===== src/rtl/bcsa_pkg.sv =====
package bcsa_pkg;
  // Default geometry of the slice: segments of SEG_W bits, NUM_SEG of them.
  localparam int unsigned SEG_W_DEF   = 4;
  localparam int unsigned NUM_SEG_DEF = 2;

  // Width of a full slice for a given geometry.
  function automatic int unsigned slice_width(input int unsigned seg_w, input int unsigned nseg);
    return seg_w * nseg;
  endfunction
endpackage


===== src/rtl/bcsa_ripple.sv =====
// Plain ripple adder with carry-in fixed at zero.
module bcsa_ripple #(
  parameter int unsigned W = 8
) (
  input  logic [W-1:0] a,
  input  logic [W-1:0] b,
  output logic [W-1:0] sum,
  output logic         cout
);
  logic [W:0] carry;

  assign carry[0] = 1'b0;

  for (genvar i = 0; i < W; i++) begin : g_fa
    assign sum[i]     = a[i] ^ b[i] ^ carry[i];
    assign carry[i+1] = (a[i] & b[i]) | (carry[i] & (a[i] ^ b[i]));
  end

  assign cout = carry[W];
endmodule


===== src/rtl/bcsa_excess1.sv =====
// N-bit binary to excess-one converter. It also exposes the end of its AND chain.
module bcsa_excess1 #(
  parameter int unsigned N = 4
) (
  input  logic [N-1:0] v,
  output logic [N-1:0] inc,
  output logic         all_ones
);
  logic [N-1:0] chain;

  assign chain[0] = 1'b1;
  for (genvar i = 1; i < N; i++) begin : g_chain
    assign chain[i] = chain[i-1] & v[i-1];
  end

  for (genvar i = 0; i < N; i++) begin : g_bit
    assign inc[i] = v[i] ^ chain[i];
  end

  assign all_ones = chain[N-1] & v[N-1];
endmodule


===== src/rtl/bcsa_segment.sv =====
// One segment: converter plus selector. It forwards the select to the next segment.
module bcsa_segment #(
  parameter int unsigned N = 4
) (
  input  logic [N-1:0] plain,
  input  logic         sel,
  output logic [N-1:0] result,
  output logic         sel_next
);
  logic [N-1:0] bumped;
  logic         full;

  bcsa_excess1 #(.N(N)) u_conv (
    .v        (plain),
    .inc      (bumped),
    .all_ones (full)
  );

  always_comb begin
    if (sel) result = bumped;
    else     result = plain;
  end

  assign sel_next = sel & full;
endmodule


===== src/rtl/bec_csel_adder.sv =====
module bec_csel_adder #(
  parameter int unsigned SEG_W   = bcsa_pkg::SEG_W_DEF,
  parameter int unsigned NUM_SEG = bcsa_pkg::NUM_SEG_DEF,
  localparam int unsigned W      = bcsa_pkg::slice_width(SEG_W, NUM_SEG)
) (
  input  logic         clk,
  input  logic         rst,
  input  logic [W-1:0] a_in,
  input  logic [W-1:0] b_in,
  input  logic         cin,
  output logic [W-1:0] sum_q,
  output logic         cout_q
);
  logic [W-1:0]     plain_sum;
  logic             plain_cout;
  logic [W-1:0]     sel_sum;
  logic [NUM_SEG:0] seg_sel;

  bcsa_ripple #(.W(W)) u_rca (
    .a    (a_in),
    .b    (b_in),
    .sum  (plain_sum),
    .cout (plain_cout)
  );

  assign seg_sel[0] = cin;

  for (genvar s = 0; s < NUM_SEG; s++) begin : g_seg
    bcsa_segment #(.N(SEG_W)) u_seg (
      .plain    (plain_sum[s*SEG_W +: SEG_W]),
      .sel      (seg_sel[s]),
      .result   (sel_sum[s*SEG_W +: SEG_W]),
      .sel_next (seg_sel[s+1])
    );
  end

  always_ff @(posedge clk) begin
    if (rst) begin
      sum_q  <= '0;
      cout_q <= 1'b0;
    end else begin
      sum_q  <= sel_sum;
      cout_q <= plain_cout | seg_sel[NUM_SEG];
    end
  end
endmodule


===== config.mk =====
export PLATFORM = sky130hd
export DESIGN_NAME = bec_csel_adder
export DESIGN_NICKNAME = d
export VERILOG_FILES = /design/src/rtl/bcsa_pkg.sv /design/src/rtl/bcsa_ripple.sv /design/src/rtl/bcsa_excess1.sv /design/src/rtl/bcsa_segment.sv /design/src/rtl/bec_csel_adder.sv
export SDC_FILE = /design/constraint.sdc
export NUM_CORES = 1
export LEC_CHECK = 0
export ABC_AREA = 1
export BUFFER_PORTS_ARGS = -buffer_cell sky130_fd_sc_hd__buf_2
export CORE_UTILIZATION = 45
export DETAILED_ROUTE_END_ITERATION = 10
export GPL_ROUTABILITY_DRIVEN = 0
export PLACE_DENSITY_LB_ADDON = 0.08
export SLEW_MARGIN = 20
export SYNTH_ARGS = -nofsm -noshare
export SYNTH_HDL_FRONTEND = slang
export SYNTH_SLANG_ARGS = --single-unit

===== constraint.sdc =====
create_clock -name clk -period 4.7 [get_ports clk]
set_clock_uncertainty 0.1 [all_clocks]
set_input_delay 0.94 -clock clk [delete_from_list [all_inputs] [get_ports clk]]
set_output_delay 0.94 -clock clk [all_outputs]
set_load 0.03 [all_outputs]

==> results of run 1 <==
## cell families after synthesis
family	Yosys count	synth area share
and+or+nand+nor	28	0.184
buffers and inverters	23	0.147
adders and majority gates	14	0.356
DFF	9	0.282
AOI/OAI and AO/OA	4	0.0313
## layout make-up
class	instances	area [sq um]
Multi-Input combinational cell	46	365
Timing Repair Buffer	27	135
Clock buffer	4	26.3
Fill cell	130	509
Tap cell	15	18.8
Inverter	22	82.6
Sequential cell	9	180
## per-stage QoR
step | util | area, sq um | cells | total power, W
after global placement | 0.594 | 782 | 119 | 0.000184
after floorplan | - | 639 | 78 | 0.000160
after CTS | 0.613 | 808 | 123 | 0.000246
after detailed placement | 0.594 | 782 | 119 | 0.000187
after global routing | 0.613 | 808 | 123 | 0.000267
final | 0.613 | 808 | 123 | 0.000242
## layout by cell type, fill, tap and decap left out
cell and instances:
sky130_fd_sc_hd__buf_2 27, sky130_fd_sc_hd__nor2_2 1, sky130_fd_sc_hd__nand2_1 16, sky130_fd_sc_hd__nand3_1 2, sky130_fd_sc_hd__a21oi_1 4, sky130_fd_sc_hd__ha_1 7, sky130_fd_sc_hd__dfxtp_1 9, sky130_fd_sc_hd__nand2_4 1
sky130_fd_sc_hd__nor2_1 8, sky130_fd_sc_hd__inv_1 22, sky130_fd_sc_hd__clkbuf_1 1, sky130_fd_sc_hd__fa_1 7, sky130_fd_sc_hd__clkbuf_4 3
## power groups by stage
stage | Combinational (W) | Sequential, W | Clock, W
global route | 0.000113 | 0.0000896 | 0.0000646
floorplan | 0.0000492 | 0.000111 | 0
detailed placement | 0.0000973 | 0.0000899 | 0
finish | 0.0000964 | 0.0000880 | 0.0000575
CTS | 0.0000980 | 0.0000883 | 0.0000596
global placement | 0.0000942 | 0.0000895 | 0
## critical path, stage by stage
cell and delay (ns):
sky130_fd_sc_hd__buf_2 0.08, sky130_fd_sc_hd__ha_1 0.14, sky130_fd_sc_hd__inv_1 0.05, sky130_fd_sc_hd__fa_1 0.37
sky130_fd_sc_hd__fa_1 0.40, sky130_fd_sc_hd__fa_1 0.39, sky130_fd_sc_hd__fa_1 0.37, sky130_fd_sc_hd__inv_1 0.07
sky130_fd_sc_hd__fa_1 0.18, sky130_fd_sc_hd__fa_1 0.16, sky130_fd_sc_hd__inv_1 0.05, sky130_fd_sc_hd__fa_1 0.49
sky130_fd_sc_hd__inv_1 0.05, sky130_fd_sc_hd__ha_1 0.26, sky130_fd_sc_hd__nor2_1 0.11, sky130_fd_sc_hd__nor2_1 0.05
## per-layer routing
metal  GRT usage  vias to the layer above
met4       0.155                        0
met5           0                        -
met2       0.320                       21
li1            -                      285
met1       0.168                      209
met3      0.0341                        2
## how the worst max path moves through the flow
stage                     slack [ns]    start  endpoint
after CTS                       0.59  a_in[0]  sum_q[7]
after global routing            0.38  a_in[0]  sum_q[7]
after detailed placement        0.34  a_in[0]  sum_q[7]
after global placement          0.37  a_in[0]  sum_q[7]
final                           0.60  a_in[0]  sum_q[7]
after floorplan                 0.56  a_in[0]  sum_q[7]
## flip-flops by register name, summed over array words and instances, names as in the netlist
name	cells
cout_q	1
sum_q	8
==> metrics.txt, run 1 <==
# TYPE chip_impl_metric gauge
chip_impl_metric{name="power_frac_clock",unit=""} 0.238
chip_impl_metric{name="syn-num-nets",unit=""} 111
chip_impl_metric{name="detail_route.first_pass.iterations",unit=""} 3
chip_impl_metric{name="htreeDepth",unit=""} 1
chip_impl_metric{name="power.static_leakage",unit="nW"} 0.509
chip_impl_metric{name="timing.final.crit_period",unit="ns"} 4.10
chip_impl_metric{name="dp_worst_setup_slack",unit="ns"} 0.340
chip_impl_metric{name="power.density_cell_area",unit="mW/mm^2"} 299
chip_impl_info{name="ctsRootBufferMaster",value="sky130_fd_sc_hd__clkbuf_4"} 1
chip_impl_info{name="most_common_cell_in_the_netlist",value="sky130_fd_sc_hd__inv_1"} 1
chip_impl_metric{name="seq_power_share",unit=""} 0.364
chip_impl_info{name="dominantRegCellSynth",value="sky130_fd_sc_hd__dfxtp_1"} 1
chip_impl_info{name="setup.worst_path.class",value="in -> reg"} 1
chip_impl_metric{name="synth_cell_types",unit=""} 11
chip_impl_metric{name="worstPathMaxFanout",unit=""} 2
chip_impl_metric{name="critPathArrivalTime",unit="ns"} 4.15
chip_impl_metric{name="routed-wl-met3",unit="microns"} 57
chip_impl_metric{name="vias",unit=""} 517
chip_impl_metric{name="via_per_inst",unit=""} 4.20
chip_impl_metric{name="antenna_violating_nets_post_route",unit=""} 0
chip_impl_metric{name="pwr-share-comb",unit=""} 0.399
chip_impl_metric{name="clock_path_buffers",unit=""} 2
chip_impl_metric{name="place_hpwl",unit="microns"} 914
chip_impl_metric{name="cts-resized-gates",unit=""} 0
chip_impl_info{name="worstHoldEndpoint",value="sum_q[4]"} 1
chip_impl_metric{name="synth_async_sr_flop_share",unit=""} 0
chip_impl_info{name="dr.max_layer_used",value="met4"} 1
chip_impl_metric{name="wire_length_of_the_first_global_routing_pass",unit="microns"} 1730
chip_impl_info{name="timing.hold.worst.class",value="in -> reg"} 1
chip_impl_metric{name="portBuffers",unit=""} 27
chip_impl_metric{name="maxCapViolations",unit=""} 0
chip_impl_info{name="synth_largest_area_cell",value="sky130_fd_sc_hd__dfxtp_1"} 1
chip_impl_metric{name="yosysWarningCount",unit=""} 0
chip_impl_metric{name="synth_top_area_share",unit=""} 0.282
chip_impl_metric{name="final.hold.worst_slack",unit="ns"} 0.817
chip_impl_metric{name="core_area",unit="sq mm"} 0.00132
chip_impl_metric{name="met2RoutedLength",unit="microns"} 512
chip_impl_metric{name="grt_util_all_layers",unit=""} 0.178
chip_impl_metric{name="sw_frac_of_total",unit=""} 0.358
chip_impl_metric{name="vdd_drop_max",unit="mV"} 0.0896
chip_impl_metric{name="placementRows",unit=""} 13
chip_impl_metric{name="worst_slew_slack_as_a_fraction_of_its_limit",unit=""} 0.880
chip_impl_info{name="run_status",value="completed"} 1
chip_impl_metric{name="fp.dieArea",unit="sq mm"} 0.00158
chip_impl_metric{name="synth_cells",unit=""} 78
chip_impl_metric{name="p_sw",unit="W"} 0.0000865
chip_impl_info{name="unrepaired_setup_endpoints_after_global_routing",value="false"} 1
chip_impl_metric{name="finalSetupViolations",unit=""} 0
chip_impl_metric{name="avgRoutedWirePerCell",unit="microns"} 8.37
chip_impl_metric{name="vias_in_the_first_global_route",unit=""} 462
chip_impl_metric{name="globalRouteOverflowTotal",unit=""} 0
chip_impl_metric{name="chipHeight",unit="microns"} 39.7
chip_impl_metric{name="drt_iter0_drc",unit=""} 3
chip_impl_metric{name="final_critical_path_setup_slack",unit="ns"} 0.603
chip_impl_metric{name="netlist_area",unit="sq um"} 639
chip_impl_metric{name="ys_seq_area_frac",unit=""} 0.282
chip_impl_metric{name="number_of_buffers_added_to_fix_hold_violations_after_cts",unit=""} 0
chip_impl_metric{name="fin_tns_setup",unit="ns"} 0
chip_impl_metric{name="total_wirelength",unit="microns"} 1030
chip_impl_metric{name="num_antenna_cells",unit=""} 0
chip_impl_metric{name="maximum_number_of_pins_on_one_net_before_global_route_repair",unit=""} 10
chip_impl_metric{name="design.portCount",unit=""} 28
chip_impl_info{name="setup.worst_path.start_class",value="input port"} 1
chip_impl_metric{name="max_frequency",unit="GHz"} 0.244
chip_impl_info{name="hp-start",value="rst"} 1
chip_impl_metric{name="timing.final.hold_violations",unit=""} 0
chip_impl_metric{name="postCtsSetupBuffers",unit=""} 0
chip_impl_metric{name="die_width",unit="microns"} 39.7
chip_impl_metric{name="numCtsBuffers",unit=""} 3
chip_impl_info{name="synth.area.top_cells",value="sky130_fd_sc_hd__dfxtp_1, sky130_fd_sc_hd__fa_1, sky130_fd_sc_hd__ha_1"} 1
chip_impl_metric{name="areaGrowthSynthToFinish",unit="%"} 26.4
chip_impl_info{name="yosys-top-cells-count",value="sky130_fd_sc_hd__inv_1, sky130_fd_sc_hd__nand2_1, sky130_fd_sc_hd__dfxtp_1"} 1
chip_impl_metric{name="initial_utilization",unit=""} 0.485
chip_impl_metric{name="cell_internal_pwr",unit="W"} 0.000155
chip_impl_metric{name="layout-drive-gt1-share",unit=""} 0.296
chip_impl_metric{name="final.period_utilization",unit=""} 0.872
chip_impl_metric{name="cp_data_required_time",unit="ns"} 4.76
chip_impl_info{name="critPathCaptureType",value="flop"} 1
chip_impl_metric{name="cts_sinks",unit=""} 9
chip_impl_metric{name="report.final.slew_viol_count",unit=""} 0
chip_impl_metric{name="synth-edff-count",unit=""} 0
chip_impl_metric{name="drc",unit=""} 0
chip_impl_metric{name="wl_met1",unit="microns"} 448
chip_impl_info{name="tritoncts_clock_tree",value="done"} 1
chip_impl_metric{name="clock_pin_transition_on_the_worst_setup_and_hold_timing_paths",unit="ns"} 0.06
chip_impl_metric{name="grt_antenna_before_repair",unit=""} 0
chip_impl_metric{name="worst_hold_path.num_cells",unit=""} 2
chip_impl_metric{name="timing_worst_slew_pin_value",unit="ns"} 0.179
chip_impl_metric{name="design.final.nets",unit=""} 142
chip_impl_metric{name="syn_area_per_cell",unit="sq um"} 8.20
chip_impl_metric{name="synth-seq-cells",unit=""} 9
(Power assumes the default switching activity.)
==> run 2, diff against run 1 <==
- CELL_PAD_IN_SITES_DETAIL_PLACEMENT: not set -> 0
- CELL_PAD_IN_SITES_GLOBAL_PLACEMENT: not set -> 1
- CORE_UTILIZATION: 45 -> 32
==> metrics.txt, run 2 (same netlist as run 1, synthesis figures left out) <==
# TYPE chip_impl_metric gauge
chip_impl_metric{name="finalSetupViolations",unit=""} 0
chip_impl_info{name="tritoncts_clock_tree",value="done"} 1
chip_impl_info{name="setup.worst_path.start_class",value="input port"} 1
chip_impl_metric{name="postCtsSetupBuffers",unit=""} 0
chip_impl_metric{name="layout-drive-gt1-share",unit=""} 0.296
chip_impl_info{name="final_common_cell",value="sky130_fd_sc_hd__buf_2"} 1
chip_impl_metric{name="clock_pin_transition_on_the_worst_setup_and_hold_timing_paths",unit="ns"} 0.06
chip_impl_metric{name="cp_data_required_time",unit="ns"} 4.76
chip_impl_metric{name="vias",unit=""} 552
chip_impl_metric{name="portBuffers",unit=""} 27
chip_impl_metric{name="finalPower",unit="W"} 0.000245
chip_impl_info{name="worst_setup_path_endpoint",value="sum_q[7]"} 1
chip_impl_metric{name="cts_sinks",unit=""} 9
chip_impl_metric{name="final.period_utilization",unit=""} 0.863
chip_impl_metric{name="worst_slew_slack_as_a_fraction_of_its_limit",unit=""} 0.880
chip_impl_metric{name="power.density_cell_area",unit="mW/mm^2"} 298
chip_impl_metric{name="placementRows",unit=""} 15
chip_impl_metric{name="chipHeight",unit="microns"} 46.7
chip_impl_metric{name="largest_register_ff_count",unit=""} 8
chip_impl_metric{name="numCtsBuffers",unit=""} 3
chip_impl_metric{name="final_design_area_no_fill",unit="sq um"} 821
chip_impl_info{name="hp-start",value="rst"} 1
chip_impl_metric{name="power.static_leakage",unit="nW"} 0.509
chip_impl_metric{name="fp.dieArea",unit="sq mm"} 0.00218
chip_impl_metric{name="critPathArrivalTime",unit="ns"} 4.12
chip_impl_metric{name="worstPathMaxFanout",unit=""} 2
chip_impl_metric{name="design.final.nets",unit=""} 142
chip_impl_metric{name="globalRouteOverflowTotal",unit=""} 0
chip_impl_metric{name="vias_in_the_first_global_route",unit=""} 488
chip_impl_metric{name="areaGrowthSynthToFinish",unit="%"} 28.4
chip_impl_metric{name="report.final.slew_viol_count",unit=""} 0
chip_impl_metric{name="detail_route.first_pass.iterations",unit=""} 4
chip_impl_metric{name="grt_antenna_before_repair",unit=""} 0
chip_impl_metric{name="die_width",unit="microns"} 46.7
chip_impl_info{name="critPathCaptureType",value="flop"} 1
chip_impl_metric{name="antenna_violating_nets_post_route",unit=""} 0
chip_impl_metric{name="timing_worst_slew_pin_value",unit="ns"} 0.180
chip_impl_info{name="critPathLaunch",value="a_in[0]"} 1
chip_impl_info{name="timing.hold.worst.class",value="in -> reg"} 1
chip_impl_info{name="setup.worst_path.class",value="in -> reg"} 1
chip_impl_info{name="mostFrequentLayoutCells",value="sky130_fd_sc_hd__buf_2, sky130_fd_sc_hd__inv_1, sky130_fd_sc_hd__nand2_1, sky130_fd_sc_hd__dfxtp_1, sky130_fd_sc_hd__nor2_1"} 1
chip_impl_metric{name="total_area_of_multi_input_combinational_cells",unit="sq um"} 365
chip_impl_info{name="reg.largest.list",value="sum_q (8), cout_q (1)"} 1
chip_impl_info{name="run_status",value="completed"} 1
chip_impl_metric{name="maxCapViolations",unit=""} 0
chip_impl_metric{name="initial_utilization",unit=""} 0.355
chip_impl_metric{name="worst_hold_path.num_cells",unit=""} 2
chip_impl_metric{name="max_frequency",unit="GHz"} 0.247
chip_impl_metric{name="fin_tns_setup",unit="ns"} 0
chip_impl_metric{name="htreeDepth",unit=""} 1
chip_impl_metric{name="num_antenna_cells",unit=""} 0
chip_impl_info{name="ctsRootBufferMaster",value="sky130_fd_sc_hd__clkbuf_4"} 1
chip_impl_info{name="largest_register",value="sum_q"} 1
chip_impl_metric{name="avgRoutedWirePerCell",unit="microns"} 8.11
chip_impl_metric{name="seq_area",unit="sq um"} 180
chip_impl_metric{name="wire_length_of_the_first_global_routing_pass",unit="microns"} 1930
chip_impl_metric{name="place_hpwl",unit="microns"} 932
chip_impl_metric{name="design.portCount",unit=""} 28
chip_impl_metric{name="timing.final.crit_period",unit="ns"} 4.05
chip_impl_metric{name="core_area",unit="sq mm"} 0.00180
chip_impl_metric{name="via_per_inst",unit=""} 4.15
chip_impl_metric{name="fillerInstances",unit=""} 205
chip_impl_metric{name="drt_iter0_drc",unit=""} 6
chip_impl_metric{name="place_area",unit="sq um"} 795
chip_impl_metric{name="clock_path_buffers",unit=""} 2
chip_impl_info{name="unrepaired_setup_endpoints_after_global_routing",value="false"} 1
chip_impl_metric{name="timing.final.hold_violations",unit=""} 0
chip_impl_metric{name="cts-resized-gates",unit=""} 0
chip_impl_metric{name="layout.cells.non_filler",unit=""} 133
chip_impl_metric{name="dpl.cell_count",unit=""} 129
chip_impl_metric{name="number_of_buffers_added_to_fix_hold_violations_after_cts",unit=""} 0
chip_impl_metric{name="grt_util_all_layers",unit=""} 0.131
chip_impl_metric{name="maximum_number_of_pins_on_one_net_before_global_route_repair",unit=""} 10
chip_impl_metric{name="total_wirelength",unit="microns"} 1080
chip_impl_metric{name="drc",unit=""} 0
chip_impl_metric{name="vdd_drop_max",unit="mV"} 0.155
run 2: cell counts in the layout (fill, tap and decap cells not counted):
No cell type changed its count.
run 2: worst max-delay path: stages:
cell                     delay (ns)
sky130_fd_sc_hd__buf_2         0.08
sky130_fd_sc_hd__ha_1          0.13
sky130_fd_sc_hd__inv_1         0.05
sky130_fd_sc_hd__fa_1          0.37
sky130_fd_sc_hd__fa_1          0.38
sky130_fd_sc_hd__fa_1          0.38
sky130_fd_sc_hd__fa_1          0.36
sky130_fd_sc_hd__inv_1         0.07
sky130_fd_sc_hd__fa_1          0.18
sky130_fd_sc_hd__fa_1          0.16
sky130_fd_sc_hd__inv_1         0.05
sky130_fd_sc_hd__fa_1          0.51
sky130_fd_sc_hd__inv_1         0.05
sky130_fd_sc_hd__ha_1          0.26
sky130_fd_sc_hd__nor2_1        0.10
sky130_fd_sc_hd__nor2_1        0.05
run 2: metrics by stage:
step | setup WS, ns | util | hold slack (ns)
after floorplan | 0.562 | - | 0.907
after global placement | 0.354 | 0.441 | 1.09
after detailed placement | 0.323 | 0.441 | 1.09
after CTS | 0.607 | 0.456 | 0.804
after global routing | 0.484 | 0.456 | 0.815
final | 0.645 | 0.456 | 0.815
run 2: area by class of cell:
cell class / count / share of cell area
multi-input cells: 46 / 0.445
flip-flops and latches: 9 / 0.220
repair buffers: 27 / 0.165
inverters: 22 / 0.101
well taps: 25 / 0.0381
clock buffers: 4 / 0.0320
run 2: report_power, final:
group / internal (W) / switching (W)
combinational: 0.0000365 / 0.0000594
clock: 0.0000328 / 0.0000278
sequential: 0.0000862 / 0.00000206
run 2: worst min path at each step:
stage	end	slack, ns
after floorplan	sum_q[4]	0.91
after global placement	sum_q[4]	1.09
after detailed placement	sum_q[4]	1.09
after CTS	sum_q[4]	0.80
after global routing	sum_q[4]	0.81
final	sum_q[4]	0.82
run 2: routing by layer:
layer | track usage | vias to the layer above | wire length [microns]
li1 | - | 284 | -
met3 | 0.0588 | 0 | 98
met1 | 0.146 | 237 | 437
met5 | 0 | - | 0
met2 | 0.217 | 31 | 544
met4 | 0.0514 | 0 | 0
==> run 3, diff against run 2 <==
- BUFFER_PORTS_ARGS: -buffer_cell sky130_fd_sc_hd__buf_2 -> -buffer_cell sky130_fd_sc_hd__buf_4
==> metrics.txt, run 3 (same netlist as run 1, synthesis figures left out) <==
# TYPE chip_impl_metric gauge
chip_impl_metric{name="worstPathMaxFanout",unit=""} 2
chip_impl_info{name="unrepaired_setup_endpoints_after_global_routing",value="false"} 1
chip_impl_metric{name="power.static_leakage",unit="nW"} 0.528
chip_impl_metric{name="drt_iter0_drc",unit=""} 5
chip_impl_info{name="setup.worst_path.class",value="in -> reg"} 1
chip_impl_metric{name="vias",unit=""} 539
chip_impl_info{name="largest_register",value="sum_q"} 1
chip_impl_metric{name="worst_slew_slack_as_a_fraction_of_its_limit",unit=""} 0.877
chip_impl_metric{name="total_wirelength",unit="microns"} 1110
chip_impl_metric{name="areaGrowthSynthToFinish",unit="%"} 38.9
chip_impl_metric{name="seq_power_share",unit=""} 0.351
chip_impl_info{name="setup.worst_path.start_class",value="input port"} 1
chip_impl_info{name="worstHoldEndpoint",value="sum_q[4]"} 1
chip_impl_metric{name="postCtsSetupBuffers",unit=""} 0
chip_impl_info{name="critPathLaunch",value="a_in[0]"} 1
chip_impl_info{name="mostFrequentLayoutCells",value="sky130_fd_sc_hd__buf_4, sky130_fd_sc_hd__inv_1, sky130_fd_sc_hd__nand2_1, sky130_fd_sc_hd__dfxtp_1, sky130_fd_sc_hd__nor2_1"} 1
chip_impl_metric{name="final_critical_path_setup_slack",unit="ns"} 0.654
chip_impl_metric{name="largest_register_ff_count",unit=""} 8
chip_impl_metric{name="cts_sinks",unit=""} 9
chip_impl_info{name="ctsRootBufferMaster",value="sky130_fd_sc_hd__clkbuf_4"} 1
chip_impl_metric{name="layout.cells.non_filler",unit=""} 133
chip_impl_metric{name="numCtsBuffers",unit=""} 3
chip_impl_metric{name="worst_hold_path.num_cells",unit=""} 2
chip_impl_metric{name="avgRoutedWirePerCell",unit="microns"} 8.32
chip_impl_metric{name="layout-drive-gt1-share",unit=""} 0.296
chip_impl_metric{name="finalSetupViolations",unit=""} 0
chip_impl_metric{name="vdd_drop_max",unit="mV"} 0.146
chip_impl_metric{name="timing.final.hold_violations",unit=""} 0
chip_impl_metric{name="core_area",unit="sq mm"} 0.00180
chip_impl_metric{name="final.period_utilization",unit=""} 0.861
chip_impl_info{name="final_common_cell",value="sky130_fd_sc_hd__buf_4"} 1
chip_impl_metric{name="vias_in_the_first_global_route",unit=""} 460
chip_impl_metric{name="wire_length_of_the_first_global_routing_pass",unit="microns"} 1760
chip_impl_info{name="run_status",value="completed"} 1
chip_impl_metric{name="cp_data_required_time",unit="ns"} 4.76
chip_impl_metric{name="antenna_violating_nets_post_route",unit=""} 0
chip_impl_metric{name="design.final.nets",unit=""} 142
chip_impl_metric{name="finalPower",unit="W"} 0.000253
chip_impl_metric{name="power_frac_clock",unit=""} 0.235
chip_impl_metric{name="clock_path_buffers",unit=""} 2
chip_impl_metric{name="p_sw",unit="W"} 0.0000883
chip_impl_metric{name="globalRouteOverflowTotal",unit=""} 0
chip_impl_metric{name="place_hpwl",unit="microns"} 957
chip_impl_metric{name="sw_frac_of_total",unit=""} 0.348
chip_impl_metric{name="design.portCount",unit=""} 28
chip_impl_metric{name="dp_worst_setup_slack",unit="ns"} 0.321
chip_impl_metric{name="htreeDepth",unit=""} 1
chip_impl_metric{name="die_width",unit="microns"} 46.7
chip_impl_metric{name="maximum_number_of_pins_on_one_net_before_global_route_repair",unit=""} 10
chip_impl_metric{name="cell_internal_pwr",unit="W"} 0.000165
chip_impl_metric{name="max_frequency",unit="GHz"} 0.247
chip_impl_metric{name="timing_worst_slew_pin_value",unit="ns"} 0.185
chip_impl_metric{name="portBuffers",unit=""} 27
chip_impl_metric{name="maxCapViolations",unit=""} 0
chip_impl_metric{name="num_antenna_cells",unit=""} 0
chip_impl_info{name="hp-start",value="rst"} 1
chip_impl_metric{name="fin_tns_setup",unit="ns"} 0
chip_impl_metric{name="timing.final.crit_period",unit="ns"} 4.05
chip_impl_metric{name="pwr-share-comb",unit=""} 0.415
chip_impl_metric{name="initial_utilization",unit=""} 0.355
chip_impl_metric{name="cts-resized-gates",unit=""} 0
chip_impl_info{name="tritoncts_clock_tree",value="done"} 1
chip_impl_info{name="timing.hold.worst.class",value="in -> reg"} 1
chip_impl_metric{name="number_of_buffers_added_to_fix_hold_violations_after_cts",unit=""} 0
chip_impl_metric{name="detail_route.first_pass.iterations",unit=""} 3
chip_impl_metric{name="critPathArrivalTime",unit="ns"} 4.11
chip_impl_metric{name="chipHeight",unit="microns"} 46.7
chip_impl_metric{name="dpl.cell_count",unit=""} 129
chip_impl_metric{name="fp.dieArea",unit="sq mm"} 0.00218
chip_impl_metric{name="report.final.slew_viol_count",unit=""} 0
chip_impl_metric{name="power.density_cell_area",unit="mW/mm^2"} 285
chip_impl_metric{name="placementRows",unit=""} 15
chip_impl_info{name="reg.largest.list",value="sum_q (8), cout_q (1)"} 1
chip_impl_info{name="critPathCaptureType",value="flop"} 1
chip_impl_metric{name="via_per_inst",unit=""} 4.05
chip_impl_metric{name="grt_util_all_layers",unit=""} 0.122
chip_impl_metric{name="grt_antenna_before_repair",unit=""} 0
chip_impl_metric{name="clock_pin_transition_on_the_worst_setup_and_hold_timing_paths",unit="ns"} 0.06
chip_impl_metric{name="drc",unit=""} 0
[run 3: area by class of cell]
cell class,count,area [sq um]
Inverter,22,82.6
Clock buffer,4,26.3
Tap cell,25,31.3
Fill cell,197,913
Timing Repair Buffer,27,203
Multi-Input combinational cell,46,365
Sequential cell,9,180
[run 3: metal layers]
metal / wire length, microns / up-vias / track usage
met5: 0 / - / 0
met4: 0 / 0 / 0.0343
met3: 60 / 0 / 0.0706
met2: 569 / 22 / 0.206
met1: 476 / 233 / 0.128
li1: - / 284 / -
[run 3: how the worst max path moves through the flow]
stage / cells after the start / slack (ns) / end
6_report: 16 / 0.65 / sum_q[7]
5_1_grt: 16 / 0.49 / sum_q[7]
4_1_cts: 16 / 0.61 / sum_q[7]
3_5_place_dp: 16 / 0.32 / sum_q[7]
3_3_place_gp: 16 / 0.35 / sum_q[7]
2_1_floorplan: 15 / 0.56 / sum_q[7]
[run 3: worst max-delay path: stages]
cell and delay (ns):
sky130_fd_sc_hd__buf_4 0.08, sky130_fd_sc_hd__ha_1 0.13, sky130_fd_sc_hd__inv_1 0.04, sky130_fd_sc_hd__fa_1 0.37, sky130_fd_sc_hd__fa_1 0.38, sky130_fd_sc_hd__fa_1 0.38
sky130_fd_sc_hd__fa_1 0.36, sky130_fd_sc_hd__inv_1 0.07, sky130_fd_sc_hd__fa_1 0.19, sky130_fd_sc_hd__fa_1 0.16, sky130_fd_sc_hd__inv_1 0.05, sky130_fd_sc_hd__fa_1 0.50
sky130_fd_sc_hd__inv_1 0.05, sky130_fd_sc_hd__ha_1 0.26, sky130_fd_sc_hd__nor2_1 0.10, sky130_fd_sc_hd__nor2_1 0.05
[run 3: power groups by stage]
stage	logic, W	registers (W)	clock network [W]
after global routing	0.000119	0.0000899	0.0000680
after global placement	0.000106	0.0000906	0
after CTS	0.000108	0.0000889	0.0000628
final	0.000105	0.0000888	0.0000594
after detailed placement	0.000107	0.0000905	0
after floorplan	0.0000492	0.000111	0
[run 3: metrics by stage]
step           hold WS (ns)  area (sq um)  utilization
2_1_floorplan         0.907           639            -
6_report              0.782           888        0.493
5_1_grt               0.773           888        0.493
4_1_cts               0.772           888        0.493
3_3_place_gp           1.05           862        0.478
3_5_place_dp           1.06           862        0.478
